$ cat config.mk
export PLATFORM = sky130hd
export DESIGN_NAME = mod_hard3x_gen
export DESIGN_NICKNAME = d
export VERILOG_FILES = /design/src/rtl/hard3x_pkg.sv /design/src/rtl/seg_ripple_add.sv /design/src/rtl/bias_fold.sv /design/src/rtl/neg_pair.sv /design/src/rtl/mod_hard3x_gen.sv
export SDC_FILE = /design/constraint.sdc
export NUM_CORES = 1
export LEC_CHECK = 0
export BUFFER_PORTS_ARGS = -buffer_cell sky130_fd_sc_hd__buf_2
export CORE_ASPECT_RATIO = 1.2
export CORE_MARGIN = 4
export CORE_UTILIZATION = 48
export CTS_CLUSTER_DIAMETER = 80
export DETAILED_ROUTE_END_ITERATION = 10
export GPL_ROUTABILITY_DRIVEN = 0
export GPL_TIMING_DRIVEN = 0
export PLACE_DENSITY = 0.86
export SLEW_MARGIN = 10
export SYNTH_ARGS = -nofsm -noshare
export SYNTH_HDL_FRONTEND = slang
export SYNTH_HIERARCHICAL = 1
export SYNTH_SLANG_ARGS = --single-unit
export TNS_END_PERCENT = 10
$ cat constraint.sdc
create_clock -name clk -period 2.1 [get_ports clk]
set_clock_uncertainty 0.1 [all_clocks]
set_input_delay 0.105 -clock clk [delete_from_list [all_inputs] [get_ports clk]]
set_output_delay 0.105 -clock clk [all_outputs]
set_load 0.05 [all_outputs]
$ cat src/rtl/hard3x_pkg.sv
package hard3x_pkg;

    localparam int DEF_WIDTH = 8;
    localparam int DEF_SEG   = 4;

    // Mask with ones at bit (k*j + off) mod n for every segment j.
    function automatic logic [63:0] boundary_mask(input int n, input int k, input int off);
        logic [63:0] m;
        m = '0;
        for (int j = 0; j < n / k; j++) begin
            m[(k * j + off) % n] = 1'b1;
        end
        return m;
    endfunction

    // Residue modulo 2^n-1 of a value in 64-bit arithmetic.
    function automatic longint unsigned resid(input longint unsigned v, input int n);
        longint unsigned md;
        md = (64'd1 << n) - 64'd1;
        return v % md;
    endfunction

endpackage

$ cat src/rtl/seg_ripple_add.sv
module seg_ripple_add #(
    parameter int K = 4
) (
    input  logic [K-1:0] a,
    input  logic [K-1:0] b,
    output logic [K-1:0] sum,
    output logic         cout
);
    logic [K:0] chain;

    always_comb begin
        chain[0] = 1'b0;
        for (int i = 0; i < K; i++) begin
            sum[i]     = a[i] ^ b[i] ^ chain[i];
            chain[i+1] = (a[i] & b[i]) | (chain[i] & (a[i] ^ b[i]));
        end
        cout = chain[K];
    end
endmodule

$ cat src/rtl/bias_fold.sv
module bias_fold #(
    parameter int N = 8,
    parameter int K = 4,
    localparam int M = N / K
) (
    input  logic [N-1:0] raw_sum,
    input  logic [M-1:0] cin_at,   // carry arriving at boundary k*j
    output logic [N-1:0] b_sum,
    output logic [N-1:0] b_carry
);
    always_comb begin
        b_sum   = raw_sum;
        b_carry = '0;
        for (int j = 0; j < M; j++) begin
            b_sum[K*j]           = ~(raw_sum[K*j] ^ cin_at[j]);
            b_carry[(K*j+1) % N] = raw_sum[K*j] | cin_at[j];
        end
    end
endmodule

$ cat src/rtl/neg_pair.sv
module neg_pair #(
    parameter int N = 8,
    parameter int K = 4
) (
    input  logic [N-1:0] p_sum,
    input  logic [N-1:0] p_carry,
    output logic [N-1:0] n_sum,
    output logic [N-1:0] n_carry
);
    import hard3x_pkg::*;

    localparam logic [63:0] CMASK_W = boundary_mask(N, K, 1);
    localparam logic [N-1:0] CMASK  = CMASK_W[N-1:0];

    assign n_sum   = ~p_sum;
    assign n_carry = ~p_carry & CMASK;
endmodule

$ cat src/rtl/mod_hard3x_gen.sv
module mod_hard3x_gen #(
    parameter int N = hard3x_pkg::DEF_WIDTH,
    parameter int K = hard3x_pkg::DEF_SEG
) (
    input  logic         clk,
    input  logic         rst,
    input  logic         in_valid,
    input  logic [N-1:0] x_in,
    output logic         out_valid,
    output logic [N-1:0] pos_sum,
    output logic [N-1:0] pos_carry,
    output logic [N-1:0] neg_sum,
    output logic [N-1:0] neg_carry
);
    import hard3x_pkg::*;

    localparam int M = N / K;
    localparam logic [63:0] BIAS_W  = boundary_mask(N, K, 0);
    localparam logic [63:0] CMASK_W = boundary_mask(N, K, 1);
    localparam logic [N-1:0] CMASK  = CMASK_W[N-1:0];

    typedef struct packed {
        logic [N-1:0] ps;
        logic [N-1:0] pc;
        logic [N-1:0] ns;
        logic [N-1:0] nc;
    } pairs_t;

    logic [N-1:0] x_dbl;
    logic [N-1:0] raw_sum;
    logic [M-1:0] seg_co;
    logic [M-1:0] cin_at;
    pairs_t       nxt;
    pairs_t       q;
    logic         vld_q;

    // 2X modulo 2^n-1 is a left rotation by one
    assign x_dbl = {x_in[N-2:0], x_in[N-1]};

    generate
        for (genvar j = 0; j < M; j++) begin : g_seg
            seg_ripple_add #(.K(K)) u_seg (
                .a    (x_in[j*K +: K]),
                .b    (x_dbl[j*K +: K]),
                .sum  (raw_sum[j*K +: K]),
                .cout (seg_co[j])
            );
            // carry of segment j-1 arrives at boundary j; top carry wraps to 0
            assign cin_at[j] = seg_co[(j + M - 1) % M];
        end
    endgenerate

    bias_fold #(.N(N), .K(K)) u_fold (
        .raw_sum (raw_sum),
        .cin_at  (cin_at),
        .b_sum   (nxt.ps),
        .b_carry (nxt.pc)
    );

    neg_pair #(.N(N), .K(K)) u_neg (
        .p_sum   (nxt.ps),
        .p_carry (nxt.pc),
        .n_sum   (nxt.ns),
        .n_carry (nxt.nc)
    );

    always_ff @(posedge clk) begin
        if (rst) begin
            q     <= '0;
            vld_q <= 1'b0;
        end else begin
            vld_q <= in_valid;
            if (in_valid) begin
                q <= nxt;
            end
        end
    end

    assign out_valid = vld_q;
    assign pos_sum   = q.ps;
    assign pos_carry = q.pc;
    assign neg_sum   = q.ns;
    assign neg_carry = q.nc;

    // Residue checks on the combinational pairs against the arithmetic value
    always_comb begin
        if (!rst && in_valid) begin
            assert_pos_residue_R1: assert (
                resid(longint'(nxt.ps) + longint'(nxt.pc), N) ==
                resid(BIAS_W[N-1:0] + 64'd3 * longint'(x_in), N));
            assert_neg_residue_R2: assert (
                resid(longint'(nxt.ns) + longint'(nxt.nc) + 64'd3 * longint'(x_in), N) ==
                resid(BIAS_W[N-1:0], N));
        end
    end

    assert_pos_sparse_R3: assert property (@(posedge clk) disable iff (rst)
        (pos_carry & ~CMASK) == '0);

    assert_neg_sparse_R4: assert property (@(posedge clk) disable iff (rst)
        (neg_carry & ~CMASK) == '0);

    assert_compl_R5: assert property (@(posedge clk) disable iff (rst)
        out_valid |-> (neg_sum == ~pos_sum) && ((neg_carry ^ pos_carry) == CMASK));

    assert_valid_R6: assert property (@(posedge clk) disable iff (rst)
        in_valid |=> out_valid);

    assert_hold_R6: assert property (@(posedge clk) disable iff (rst)
        !in_valid |=> !out_valid && $stable(pos_sum) && $stable(pos_carry)
                      && $stable(neg_sum) && $stable(neg_carry));

    assert_reset_R7: assert property (@(posedge clk)
        rst |=> !out_valid && pos_sum == '0 && pos_carry == '0);

endmodule

==> impl_metrics.yaml, run 1 <==
final_layout:
  nFillCells: 291
  area_delta_synth_final_pct: 22.7
  final_cell_count_no_fill: 270
  postLayoutCoreUtil: 0.609
  drive_gt1_frac: 0.339
  seq_area_sq_um: 661
  num_antenna_cells: 0
  final_nets: 253
  multi_input_area_sq_um: 672
pwr:
  totalPowerFinal_w: 0.00164
  power-per-cell-area_nw_per_um2: 808
  leakagePower_nw: 1.21
  ir_worst_vdd_v: 0.000804
global_routing:
  grt_pass1_wl_microns: 5000
  grt_usage: 0.154
  grt-ovfl-total: 0
  grt_max_degree: 11
  grt_pass1_vias: 1158
  antenna_found_initial: 0
route:
  dr.pass1.iters: 4
  wl_per_cell_microns: 10.9
  vias: 1149
  detail-route-antenna-nets: 0
  routed_wl_microns: 2940
  first_iter_violations: 32
  drt-vias-per-instance: 4.26
  drc: 0
critical_path:
  r2r_slack_ns: 1.38
  crit_path_cell_trace: "buf_2 -> ha_1 -> inv_1 -> fa_1 -> inv_1 -> fa_1 -> inv_1 -> fa_1 -> inv_1 -> inv_1 -> ha_1 -> inv_1 -> inv_1 -> mux2i_1 -> nor2_1"
  critPathMaxStageDelay_ns: 0.35
  cp_top_family: "adder cells"
  critPathLaunchType: "input port"
  critPathSlowestCell: "fa_1"
  critPathKind: "input port to register"
  r2r_start: "neg_sum[3]$_SDFFE_PP0P_"
  worst-path-buf-inv: 8
  cp_max_fo: 2
  worst_ep_required_time_ns: 2.16
  crit_arrival_ns: 2.03
  endpoint_kind: "register"
  crit_top_cell: "inv_1"
  r2r_end: "neg_sum[3]$_SDFFE_PP0P_"
  ff2ff_path_depth: 2
  critPathLaunch: "x_in[0]"
sta:
  fin_crit_sh: 0.937
  setup_viol: 0
  finalHoldViolations: 0
  rsz0062_at_grt: "no"
  max_freq_mhz: 508
  setup_tns_ns: 0
  slew_violations: 0
  finalCriticalPeriod_ns: 1.97
  worst_hold_slack_ns: 0.0131
yosys:
  synth_area_per_cell_sq_um: 9.53
  synthCells: 174
  synth_edf_count: 0
  yosysMostFrequentCell: "inv_1"
  ys_types: 14
  yosysTopAreaCell: "dfxtp_1"
  netlist_top_cells_area: "dfxtp_1 (40%), mux2i_1 (19%), inv_1 (8.6%), buf_4 (8.2%), fa_1 (7.2%)"
  yosysTopAreaCellShare: 0.398
  synthTopCellsByCount: "inv_1 (38), dfxtp_1 (33), mux2i_1 (32)"
  synthFlopType: "dfxtp_1"
  ys_warn_count: 6
  syn_area_sq_um: 1660
  synth-seq-cells: 33
  async_reset_ff_frac: 0
  ys_seq_area_frac: 0.398
min_path:
  min_path_cells: 2
  min_from: "rst"
  min_path_type: "input port to register"
  holdPathEnd: "neg_carry[7]$_SDFFE_PP0P_"
clocking:
  cts.htree.levels: 2
  cts_hold_buffers: 0
  cts_root_buf: "clkbuf_8"
  postCtsSetupRepairBufs: 0
  cts_tree: "built"
  cts.clk_slew.worst_paths_ns: 0.06
  clock-sinks: 33
  cts_buffer_depth: 2
  clk_latency_ns: 0.28
  cts_buffers: 5
  cts_resized: 0
placed_design:
  hpwl_microns: 2280
  dp_cells: 262
  place.port_buffers: 41
die:
  start_util: 0.497
  dieHeight_microns: 72.4
  die_w_microns: 61.7
  die-area_sq_um: 4460
  core_sq_um: 3340
  ios: 44
  rows: 23
flow_run:
  cap_violations: 0
run_status:
  run_status: "finished clean"
[sequential cells by signal (all words and copies together) (netlist names)]
signal,cells
neg_carry,8
neg_sum,8
out_valid,1
pos_carry,8
pos_sum,8
[power breakdown]
group          total, W  leakage (nW)  internal (W)  switching (W)
Sequential     0.000703         0.273      0.000679      0.0000238
Combinational  0.000494         0.895      0.000170       0.000325
Clock          0.000447        0.0450      0.000229       0.000218
[worst max path at each step]
stage / to / slack [ns] / depth (start not counted)
after floorplan: neg_sum[0]$_SDFFE_PP0P_ / 0.09 / 14
after global placement: neg_sum[4]$_SDFFE_PP0P_ / -0.09 / 15
after detailed placement: neg_sum[4]$_SDFFE_PP0P_ / -0.13 / 15
after CTS: neg_sum[4]$_SDFFE_PP0P_ / 0.14 / 15
after global routing: neg_sum[0]$_SDFFE_PP0P_ / 0.008 / 15
final: neg_sum[4]$_SDFFE_PP0P_ / 0.13 / 15
[cells in the final DEF, fill, tap and decap left out]
| cell type | instances |
|---|---|
| buf_12 | 3 |
| buf_2 | 44 |
| buf_4 | 18 |
| buf_6 | 1 |
| clkbuf_1 | 2 |
| clkbuf_8 | 5 |
| clkinv_2 | 2 |
| conb_1 | 12 |
| dfxtp_1 | 33 |
| fa_1 | 4 |
| fa_2 | 2 |
| ha_1 | 4 |
| inv_1 | 36 |
| inv_2 | 2 |
| mux2i_1 | 32 |
| nor2_1 | 30 |
| nor2_2 | 2 |
| nor2b_1 | 1 |
[kinds of logic (layout without fill, tap and decap cells)]
| kind of cell | Yosys count | count (layout) | synth area share |
|---|---|---|---|
| other cells | 2 | 12 | 0.00453 |
| buf+inv | 64 | 113 | 0.222 |
| flops | 33 | 33 | 0.398 |
| simple gates | 33 | 33 | 0.0792 |
| mux | 32 | 32 | 0.193 |
| fa+ha+maj | 10 | 10 | 0.103 |
[worst register-to-register path: stages, from the launching register on]
cell and delay, ns:
dfxtp_1 0.32, mux2i_1 0.13, nor2_1 0.06
[layout make-up]
type                       count  share of cell area
tap                           37              0.0228
inverter                      38              0.0701
sequential                    33               0.325
multi-input combinational     87               0.330
clock buffer                   6              0.0357
clock inverter                 2             0.00492
buffer                        26               0.111
timing repair buffer          41               0.101
[stage by stage]
step | setup slack (ns) | cell area (sq um)
after floorplan | 0.0897 | 1700
after global placement | -0.0872 | 1950
after detailed placement | -0.133 | 1950
after CTS | 0.143 | 2030
after global routing | 0.00819 | 2030
final | 0.133 | 2030
[metal layers]
metal / GRT usage / share of wire / vias to the layer above
met1: 0.160 / 0.39 / 521
met2: 0.268 / 0.53 / 25
met4: 0.0778 / 0.022 / 0
met5: 0 / 0 / -
met3: 0.0480 / 0.060 / 4
li1: - / - / 599
Note: power is estimated with default switching activity, not from simulation.
==> inputs of run 2 (changes only) <==
--- a/config.mk
+++ b/config.mk
@@ -16,3 +16,4 @@
 export PLACE_DENSITY = 0.86
-export SLEW_MARGIN = 10
+export REMOVE_ABC_BUFFERS = 1
+export SLEW_MARGIN = 20
 export SYNTH_ARGS = -nofsm -noshare
--- a/constraint.sdc
+++ b/constraint.sdc
@@ -4,2 +4,2 @@
 set_output_delay 0.105 -clock clk [all_outputs]
-set_load 0.05 [all_outputs]
+set_load 0.1 [all_outputs]
==> run 2 against run 1 <==
  * Sequential share of layout area rose by 3.8 points
  * Clock power fell by 3%
  * Core utilization fell by 6.4 points
  * Global-route usage fell by 2.0 points
==> impl_metrics.yaml, run 2 (synthesis gave the netlist of run 1 again) <==
sta:
  slew_violations: 0
  finalHoldViolations: 0
  max_freq_mhz: 516
  fin_crit_sh: 0.923
  slew_headroom: 0.371
  setup_viol: 0
  worst_slew_pin_slew_ns: 0.943
  finalCriticalPeriod_ns: 1.94
  worst_hold_slack_ns: 0.206
  rsz0062_at_grt: "yes"
  fin_ws_ns: 0.162
pwr:
  ir_worst_vdd_v: 0.000524
  power-per-cell-area_nw_per_um2: 968
  leakagePower_nw: 1.07
global_routing:
  grt_pass1_wl_microns: 4370
  grt_pass1_vias: 1117
  grt_max_degree: 34
  grt-ovfl-total: 0
  antenna_found_initial: 0
  grt_usage: 0.134
die:
  core_sq_um: 3340
  die_w_microns: 61.7
  die-area_sq_um: 4460
  ios: 44
  start_util: 0.497
  dieHeight_microns: 72.4
  rows: 23
min_path:
  min_path_type: "input port to register"
placed_design:
  hpwl_microns: 1840
  place.port_buffers: 43
  placed_cell_area_sq_um: 1730
  pre_cts_ws_ns: -0.163
critical_path:
  worst-path-buf-inv: 8
  critPathLaunchType: "input port"
  cp_max_fo: 2
  worst_ep_required_time_ns: 2.15
  crit_arrival_ns: 1.98
  critPathMaxStageDelay_ns: 0.35
  critPathSlowestCell: "fa_1"
  crit_top_cell: "inv_1"
  crit_path_cell_trace: "buf_2 -> ha_1 -> inv_1 -> fa_1 -> inv_1 -> fa_1 -> inv_1 -> fa_1 -> inv_1 -> inv_1 -> ha_1 -> inv_1 -> inv_1 -> mux2i_1 -> nor2_1"
  endpoint_kind: "register"
  cp_top_family: "adder cells"
  critPathKind: "input port to register"
route:
  vias: 1058
  wl_per_cell_microns: 10.0
  drc: 0
  first_iter_violations: 21
  routed_wl_microns: 2470
  drt-vias-per-instance: 4.30
  detail-route-antenna-nets: 0
  dr.pass1.iters: 4
final_layout:
  drive_gt1_frac: 0.258
  postLayoutCoreUtil: 0.545
  stdcell_area_sq_um: 1820
  nFillCells: 334
  num_antenna_cells: 0
  final_cell_mix: "buf_2 (43), inv_1 (37), dfxtp_1 (33)"
  final_nets: 229
  area_delta_synth_final_pct: 9.74
  final_common_cell: "buf_2"
run_status:
  run_status: "finished clean"
clocking:
  cts.htree.levels: 2
  cts.clk_slew.worst_paths_ns: 0.06
  clock-sinks: 33
  postCtsSetupRepairBufs: 0
  clk_latency_ns: 0.27
  cts_buffer_depth: 2
  cts_root_buf: "clkbuf_8"
  cts_buffers: 5
  cts_tree: "built"
flow_run:
  cap_violations: 0
run 2: through the flow:
step           instances  setup TNS (ns)  total power, W
2_1_floorplan        158               0         0.00123
3_3_place_gp         238          -0.464         0.00133
3_5_place_dp         238          -0.666         0.00134
4_1_cts              246               0         0.00179
5_1_grt              246        -0.00138         0.00187
6_report             246               0         0.00176
run 2: area by class of cell:
| type | instances | area (sq um) | share of cell area |
|---|---|---|---|
| Clock buffer | 8 | 80.1 | 0.0440 |
| Inverter | 38 | 143 | 0.0784 |
| Multi-Input combinational cell | 87 | 674 | 0.371 |
| Sequential cell | 33 | 661 | 0.363 |
| Tap cell | 37 | 46.3 | 0.0254 |
| Timing Repair Buffer | 43 | 215 | 0.118 |
run 2: power by group:
| group | switching (W) | total, W | leakage [nW] | internal (W) |
|---|---|---|---|---|
| clock network | 0.000200 | 0.000435 | 0.0395 | 0.000235 |
| logic | 0.000505 | 0.000625 | 0.762 | 0.000120 |
| registers | 0.0000223 | 0.000701 | 0.273 | 0.000679 |
run 2: path summary, 6_finish.rpt:
path	from	end	slack, ns	depth (start not counted)
max	x_in[4]	neg_sum[0]$_SDFFE_PP0P_	0.16	15
min	rst	pos_sum[4]$_SDFFE_PP0P_	0.21	2
max reg2reg	neg_carry[1]$_SDFFE_PP0P_	neg_carry[1]$_SDFFE_PP0P_	1.36	2
min reg2reg	neg_carry[7]$_SDFFE_PP0P_	neg_carry[7]$_SDFFE_PP0P_	0.39	2
run 2: timing repair:
action	CTS	global route
endpoints found under the hold margin	0	0
hold buffers	0	0
setup endpoints to repair	0	3
gates resized for setup	0	4
run 2: worst reg2reg max path, cell delays in order, from the launching register on:
cell and delay (ns):
dfxtp_1 0.31, mux2i_1 0.17, nor2_2 0.04
run 2: per-layer routing:
metal | vias up | routed length [microns] | global-route usage
met5 | - | 0 | 0
met4 | 0 | 54 | 0.0660
met3 | 6 | 210 | 0.0676
met2 | 31 | 1200 | 0.227
met1 | 471 | 1010 | 0.130
li1 | 550 | - | -
